File: src/rtl/mapper_pkg.sv
package mapper_pkg;

   // Decode result for one processor address.
   typedef struct packed {
      logic mapped;   // address falls in a DRAM-backed window
      logic cfg_hit;  // address falls on a page register byte
      logic dis_hit;  // write-block strobe location
      logic en_hit;   // write-allow strobe location
   } map_hit_t;

   // True when the bus carries any access this cycle.
   function automatic logic bus_active(input logic rd, input logic wr);
      return rd | wr;
   endfunction

endpackage

File: src/rtl/mapper_decode.sv
module mapper_decode
   import mapper_pkg::*;
#(
   parameter int ADDR_W    = 16,
   parameter int OFFSET_W  = 12,
   parameter int NUM_WIN   = 15,
   parameter int BYTES     = 2,
   parameter int IDX_W     = ADDR_W - OFFSET_W,
   parameter int REG_IDX_W = $clog2(NUM_WIN),
   parameter int LANE_W    = $clog2(BYTES),
   parameter logic [ADDR_W-1:0] CFG_BASE    = 16'hFF00,
   parameter logic [ADDR_W-1:0] WR_DIS_ADDR = 16'hFFC0,
   parameter logic [ADDR_W-1:0] WR_EN_ADDR  = 16'hFFC1
) (
   input  logic [ADDR_W-1:0]    addr,
   output logic [IDX_W-1:0]     win_idx,
   output logic [REG_IDX_W-1:0] reg_idx,
   output logic [LANE_W-1:0]    reg_lane,
   output map_hit_t             hit
);

   localparam logic [ADDR_W-1:0] CFG_SPAN = ADDR_W'(NUM_WIN * BYTES);

   logic [ADDR_W-1:0] cfg_off;

   always_comb begin
      win_idx     = addr[ADDR_W-1 -: IDX_W];
      cfg_off     = addr - CFG_BASE;
      reg_lane    = cfg_off[LANE_W-1:0];
      reg_idx     = cfg_off[LANE_W +: REG_IDX_W];
      hit.mapped  = (32'(win_idx) < NUM_WIN);
      hit.cfg_hit = (addr >= CFG_BASE) && (cfg_off < CFG_SPAN);
      hit.dis_hit = (addr == WR_DIS_ADDR);
      hit.en_hit  = (addr == WR_EN_ADDR);
   end

endmodule

File: src/rtl/mapper_pagefile.sv
module mapper_pagefile #(
   parameter int NUM_WIN   = 15,
   parameter int DATA_W    = 8,
   parameter int PAGE_W    = 16,
   parameter int OUT_W     = 10,
   parameter int IDX_W     = 4,
   parameter int BYTES     = PAGE_W / DATA_W,
   parameter int REG_IDX_W = $clog2(NUM_WIN),
   parameter int LANE_W    = $clog2(BYTES)
) (
   input  logic                 clk,
   input  logic                 rst_n,
   // byte write port
   input  logic                 wr_en,
   input  logic [REG_IDX_W-1:0] wr_idx,
   input  logic [LANE_W-1:0]    wr_lane,
   input  logic [DATA_W-1:0]    wr_data,
   // translation read port
   input  logic [IDX_W-1:0]     win_idx,
   output logic [OUT_W-1:0]     win_page,
   // byte readback port
   input  logic [REG_IDX_W-1:0] rb_idx,
   input  logic [LANE_W-1:0]    rb_lane,
   output logic [DATA_W-1:0]    rb_byte
);

   logic [PAGE_W-1:0] page_q [NUM_WIN];

   // One register per window; reset value is the window's own index.
   for (genvar g = 0; g < NUM_WIN; g++) begin : g_page
      always_ff @(posedge clk or negedge rst_n) begin
         if (!rst_n) begin
            page_q[g] <= PAGE_W'(g);
         end else if (wr_en && (wr_idx == REG_IDX_W'(g))) begin
            for (int l = 0; l < BYTES; l++) begin
               if (wr_lane == LANE_W'(l))
                  page_q[g][l*DATA_W +: DATA_W] <= wr_data;
            end
         end
      end
   end

   // Translation port: truncated page of the addressed window.
   always_comb begin
      win_page = '0;
      for (int i = 0; i < NUM_WIN; i++) begin
         if (win_idx == IDX_W'(i))
            win_page = page_q[i][OUT_W-1:0];
      end
   end

   // Readback port: one byte lane of one register.
   always_comb begin
      rb_byte = '0;
      for (int i = 0; i < NUM_WIN; i++) begin
         for (int l = 0; l < BYTES; l++) begin
            if ((rb_idx == REG_IDX_W'(i)) && (rb_lane == LANE_W'(l)))
               rb_byte = page_q[i][l*DATA_W +: DATA_W];
         end
      end
   end

endmodule

File: src/rtl/mapper_wr_gate.sv
module mapper_wr_gate (
   input  logic clk,
   input  logic rst_n,
   input  logic block_stb,
   input  logic allow_stb,
   output logic wr_allowed
);

   always_ff @(posedge clk or negedge rst_n) begin
      if (!rst_n)
         wr_allowed <= 1'b1;
      else if (block_stb)
         wr_allowed <= 1'b0;
      else if (allow_stb)
         wr_allowed <= 1'b1;
   end

endmodule

File: src/rtl/dram_window_mapper.sv
module dram_window_mapper
   import mapper_pkg::*;
#(
   parameter int ADDR_W         = 16,
   parameter int OFFSET_W       = 12,
   parameter int DATA_W         = 8,
   parameter int PAGE_W         = 16,
   parameter int DRAM_PAGE_BITS = 10,
   parameter logic [ADDR_W-1:0] CFG_BASE    = 16'hFF00,
   parameter logic [ADDR_W-1:0] WR_DIS_ADDR = 16'hFFC0,
   parameter logic [ADDR_W-1:0] WR_EN_ADDR  = 16'hFFC1,
   localparam int DRAM_ADDR_W   = DRAM_PAGE_BITS + OFFSET_W
) (
   input  logic                   clk,
   input  logic                   rst_n,
   input  logic [ADDR_W-1:0]      cpu_addr,
   input  logic [DATA_W-1:0]      cpu_wdata,
   input  logic                   cpu_rd,
   input  logic                   cpu_wr,
   output logic [DATA_W-1:0]      cpu_rdata,
   output logic [DRAM_ADDR_W-1:0] dram_addr,
   output logic                   dram_sel,
   output logic                   dram_we
);

   localparam int IDX_W     = ADDR_W - OFFSET_W;
   localparam int NUM_WIN   = (1 << IDX_W) - 1;
   localparam int BYTES     = PAGE_W / DATA_W;
   localparam int REG_IDX_W = $clog2(NUM_WIN);
   localparam int LANE_W    = $clog2(BYTES);

   // Elaboration-time parameter checks.
   if (OFFSET_W >= ADDR_W || IDX_W < 1) begin : g_bad_offset
      $error("window offset must leave at least one window index bit");
   end
   if (BYTES < 2 || BYTES * DATA_W != PAGE_W || (1 << LANE_W) != BYTES) begin : g_bad_lanes
      $error("page register must be a power-of-two number of data bytes, at least two");
   end
   if (DRAM_PAGE_BITS < 1 || DRAM_PAGE_BITS > PAGE_W) begin : g_bad_page_bits
      $error("DRAM_PAGE_BITS must lie between 1 and the page register width");
   end
   if (CFG_BASE[ADDR_W-1 -: IDX_W] != {IDX_W{1'b1}}) begin : g_bad_cfg_base
      $error("page registers must sit in the unmapped top window");
   end

   logic [IDX_W-1:0]     win_idx;
   logic [REG_IDX_W-1:0] reg_idx;
   logic [LANE_W-1:0]    reg_lane;
   map_hit_t             hit;
   logic [DRAM_PAGE_BITS-1:0] win_page;
   logic [DATA_W-1:0]    rb_byte;
   logic                 wr_allowed;
   logic                 cfg_wr;

   mapper_decode #(
      .ADDR_W     (ADDR_W),
      .OFFSET_W   (OFFSET_W),
      .NUM_WIN    (NUM_WIN),
      .BYTES      (BYTES),
      .IDX_W      (IDX_W),
      .REG_IDX_W  (REG_IDX_W),
      .LANE_W     (LANE_W),
      .CFG_BASE   (CFG_BASE),
      .WR_DIS_ADDR(WR_DIS_ADDR),
      .WR_EN_ADDR (WR_EN_ADDR)
   ) i_decode (
      .addr    (cpu_addr),
      .win_idx (win_idx),
      .reg_idx (reg_idx),
      .reg_lane(reg_lane),
      .hit     (hit)
   );

   assign cfg_wr = cpu_wr && hit.cfg_hit;

   mapper_pagefile #(
      .NUM_WIN  (NUM_WIN),
      .DATA_W   (DATA_W),
      .PAGE_W   (PAGE_W),
      .OUT_W    (DRAM_PAGE_BITS),
      .IDX_W    (IDX_W),
      .BYTES    (BYTES),
      .REG_IDX_W(REG_IDX_W),
      .LANE_W   (LANE_W)
   ) i_pagefile (
      .clk     (clk),
      .rst_n   (rst_n),
      .wr_en   (cfg_wr),
      .wr_idx  (reg_idx),
      .wr_lane (reg_lane),
      .wr_data (cpu_wdata),
      .win_idx (win_idx),
      .win_page(win_page),
      .rb_idx  (reg_idx),
      .rb_lane (reg_lane),
      .rb_byte (rb_byte)
   );

   mapper_wr_gate i_wr_gate (
      .clk       (clk),
      .rst_n     (rst_n),
      .block_stb (cpu_wr && hit.dis_hit),
      .allow_stb (cpu_wr && hit.en_hit),
      .wr_allowed(wr_allowed)
   );

   always_comb begin
      dram_addr = {win_page, cpu_addr[OFFSET_W-1:0]};
      dram_sel  = bus_active(cpu_rd, cpu_wr) && hit.mapped;
      dram_we   = cpu_wr && hit.mapped && wr_allowed;
      cpu_rdata = (cpu_rd && hit.cfg_hit) ? rb_byte : '0;
   end

endmodule

File: config.mk
export PLATFORM = sky130hd
export DESIGN_NAME = dram_window_mapper
export DESIGN_NICKNAME = d
export VERILOG_FILES = /design/src/rtl/mapper_pkg.sv /design/src/rtl/mapper_decode.sv /design/src/rtl/mapper_pagefile.sv /design/src/rtl/mapper_wr_gate.sv /design/src/rtl/dram_window_mapper.sv
export SDC_FILE = /design/constraint.sdc
export NUM_CORES = 1
export LEC_CHECK = 0
export ABC_CLOCK_PERIOD_IN_PS = 2530
export BUFFER_PORTS_ARGS = -buffer_cell sky130_fd_sc_hd__buf_4
export CORE_MARGIN = 10
export CORE_UTILIZATION = 50
export DETAILED_ROUTE_END_ITERATION = 7
export PLACE_DENSITY = 0.67
export SYNTH_ARGS = -nofsm -noshare
export SYNTH_HDL_FRONTEND = slang
export SYNTH_SLANG_ARGS = --single-unit
File: constraint.sdc
create_clock -name clk -period 2.53 [get_ports clk]
set_input_delay 0.1265 -clock clk [delete_from_list [all_inputs] [get_ports clk]]
set_output_delay 0.1265 -clock clk [all_outputs]
set_load 0.05 [all_outputs]
==> impl_metrics.csv <==
group,metric,value,unit
worst_setup_path,crit_required,2.40,ns
grt,grt_antenna_before_repair,0,
floorplan,fp.dieW,184,um
floorplan,chipHeight,184,um
worst_setup_path,cp_max_fo,3,
drt,first_pass_iters,7,
timing,fmax,0.397,GHz
synth,synth_edf_count,0,
place,port_buffers,59,
synth,netlist_area,13400,um2
timing,whs,0.0857,ns
finish,n_antenna_cell,0,
timing,relSlewSlack,56.6,%
synth,yosysSeqAreaShare,45.1,%
drt,drtIter0Drc,926,
grt,grt_max_degree,77,
clock_tree,clk_pin_slew_worst_paths,0.06,ns
worst_setup_path,path_delay_family,"compound AO/OA/AOI/OAI gates",
drt,drc_errors,0,
synth,yosysWarningCount,0,
pwr,seq_power_share,44.2,%
pwr,power_density,558,nW/um2
clock_tree,clkLatencyLatePin,0.57,ns
worst_setup_path,path_class,"register to primary output",
synth,syn_inst,1173,
timing,finalCritPeriodShare,99.6,%
drt,wire_per_inst,26.5,um
clock_tree,root_buffer,"clkbuf_16",
floorplan,io_pins,60,
synth,avgSynthCellArea,11.5,um2
timing,rsz0062_at_grt,"yes",
finish,stdcell_area,15700,um2
pwr,power_frac_clock,45.4,%
finish,final_util,59.6,%
synth,synth-async-reset-ratio,100,%
floorplan,core_area,26300,um2
drt,ant_nets,0,
synth,netlist.area_leader.share,39.5,%
pwr,switching_power,2.28,mW
job,cap_violations,0,
clock_tree,clock_path_buffers,3,
timing,fin_crit,2.52,ns
pwr,p_leak,7.52,nW
worst_setup_path,critPathBufInv,1,
timing,slew_viol_final,0,
worst_setup_path,cp.arrival,2.39,ns
pwr,pwr-share-comb,10.4,%
place,placed_area,14600,um2
worst_setup_path,crit_path_start_kind,"register",
clock_tree,cts_tree,"done",
floorplan,rows,59,
floorplan,die-area,33900,um2
place,gp_congestion,0.952,
synth,ys_ff_latch,241,
pwr,intPower,6.45,mW
grt,gr-total-overflow,0,
grt,grt_pass1_wl,65.2,mm
timing,fin_ws,0.0110,ns
drt,drt_wl_total,42.3,mm
timing,tightestPinTransition,0.650,ns
clock_tree,clock-sinks,241,
synth,synth_area_leaders,"dfrtp_1 39%, mux2_2 22%, mux2i_1 7.0%, dfstp_2 5.7%, o21ai_0 2.2%",
grt,grt_pass1_vias,10388,
synth,synth_cell_types,61,
worst_setup_path,slowest_delay,0.54,ns
pwr,swShare,26.1,%
grt,grt.total_usage,24.7,%
finish,drive_gt1_share,42.2,%
hold_path,min-delay-path-class,"input port to register",
worst_setup_path,crit_slowest_cell,"dfstp_2",
finish,mostFrequentLayoutCell,"mux2_2",
clock_tree,post_cts_buffers,0,
drt,vias,10295,
finish,area_growth,16.4,%
clock_tree,cts_buffers,27,
worst_setup_path,cp_cell_sequence,"mux2i_1 > a21oi_1 > o221ai_1 > a21oi_2 > o221ai_1 > a21oi_2 > buf_4",
synth,synth_area_leader_cell,"dfrtp_1",
synth,syn-num-nets,1201,
timing,hold_violations,0,
place,dp_slack,0.0446,ns
finish,final_nets,1273,
floorplan,initial_core_util,51.2,%
pwr,ir_drop,0.465,mV
status,status,"finished, final reports clean",
worst_setup_path,crit_path_end_kind,"primary output",
finish,final_cell_mix,"266 x mux2_2, 212 x dfrtp_1, 124 x buf_4, 94 x mux2i_1, 57 x nand2_1",
place,dpl.hpwl,29.8,mm
timing,setup_viol,0,
clock_tree,htree_levels,1,
drt,vias_per_cell,6.43,
timing,fin_skew,0,ns
pwr,total_power,8.73,mW
synth,ys.flop_type,"dfrtp_1",
metrics by stage:
stage	cells	TNS, ns
after floorplan	1173	0
after global placement	1548	0
after detailed placement	1548	0
after CTS	1601	-0.0159
after global routing	1601	-0.0618
final	1601	0
worst paths after layout:
kind                                                    startpoint                                  to  slack [ns]  cells past startpoint
max in group asynchronous                                    rst_n   i_pagefile.page_q[16]$_DFFE_PN1P_        1.53                      3
worst min-delay path                                   cpu_addr[0]    i_wr_gate.wr_allowed$_DFFE_PN1P_        0.09                      2
worst max register to register  i_pagefile.page_q[115]$_DFFE_PN0P_  i_pagefile.page_q[115]$_DFFE_PN0P_        1.70                      1
min in group asynchronous                                    rst_n  i_pagefile.page_q[196]$_DFFE_PN0P_        0.16                      2
worst max-delay path            i_pagefile.page_q[177]$_DFFE_PN1P_                        cpu_rdata[1]        0.01                      7
worst min register to register  i_pagefile.page_q[204]$_DFFE_PN0P_  i_pagefile.page_q[204]$_DFFE_PN0P_        0.51                      1
final cells by class:
class                   count  area [um2]
inverters                  14        52.6
clock inverters             7        78.8
flip-flops and latches    241        6070
clock buffers              43         816
repair buffers            144        1260
multi-input cells         817        6960
well taps                 335         419
fillers                  2166       10600
synthesized netlist by cell type (3+ instances only):
master and number:
mux2_2 266, dfrtp_1 212, mux2i_1 94, o21ai_0 59, a21oi_1 57, nand2_1 57
clkbuf_1 45, nor2_1 45, o22ai_1 34, dfstp_2 29, buf_2 22, buf_1 17
nor2b_1 17, o221ai_1 15, buf_4 14, inv_1 13, nand2b_1 12, nor3_1 12
o211ai_1 12, nand3_1 11, or3_1 11, nor2_8 10, a221o_1 8, a211oi_1 7
a221oi_1 6, a22oi_1 6, nor3b_1 6, a31oi_1 5, mux4_2 5, o22a_1 5
o31ai_1 5, nand3_2 4, nor2_2 4, o21a_1 4, o32ai_1 4, a22o_1 3
or2_2 3
layer usage:
metal	wire, um	share of wire, %	global-route usage [%]
met1	18200	43	33.8
met2	19500	46	39.0
met3	3180	7.5	3.87
met4	1430	3.4	8.82
met5	0	0	0
sequential cells by signal, summed over array words and instances (netlist names):
signal	flops
i_pagefile.page_q	240
i_wr_gate.wr_allowed	1
cell families (layout without fill, tap and decap cells):
kind of cell	count (synthesis)	in the layout	share of synthesized area, %
mux	365	365	30.1
compound gates	242	242	11.6
flops	241	241	45.1
simple gates	210	210	9.26
buf+inv	115	208	3.93
timing repair:
action | CTS | global route
gates resized for setup | 12 | 18
hold endpoints to repair | 72 | 0
hold buffers | 3 | 0
setup endpoints to repair | 6 | 11
pin swaps | 4 | 7
power groups by stage:
stage | Sequential, mW | Combinational, mW | Clock, mW
2_1_floorplan | 3.93 | 0.483 | 0
3_3_place_gp | 3.93 | 0.870 | 0
3_5_place_dp | 3.93 | 0.872 | 0
4_1_cts | 3.86 | 0.886 | 4.01
5_1_grt | 3.86 | 0.962 | 4.17
6_report | 3.86 | 0.912 | 3.96
Power figures use the tool's default switching activity.
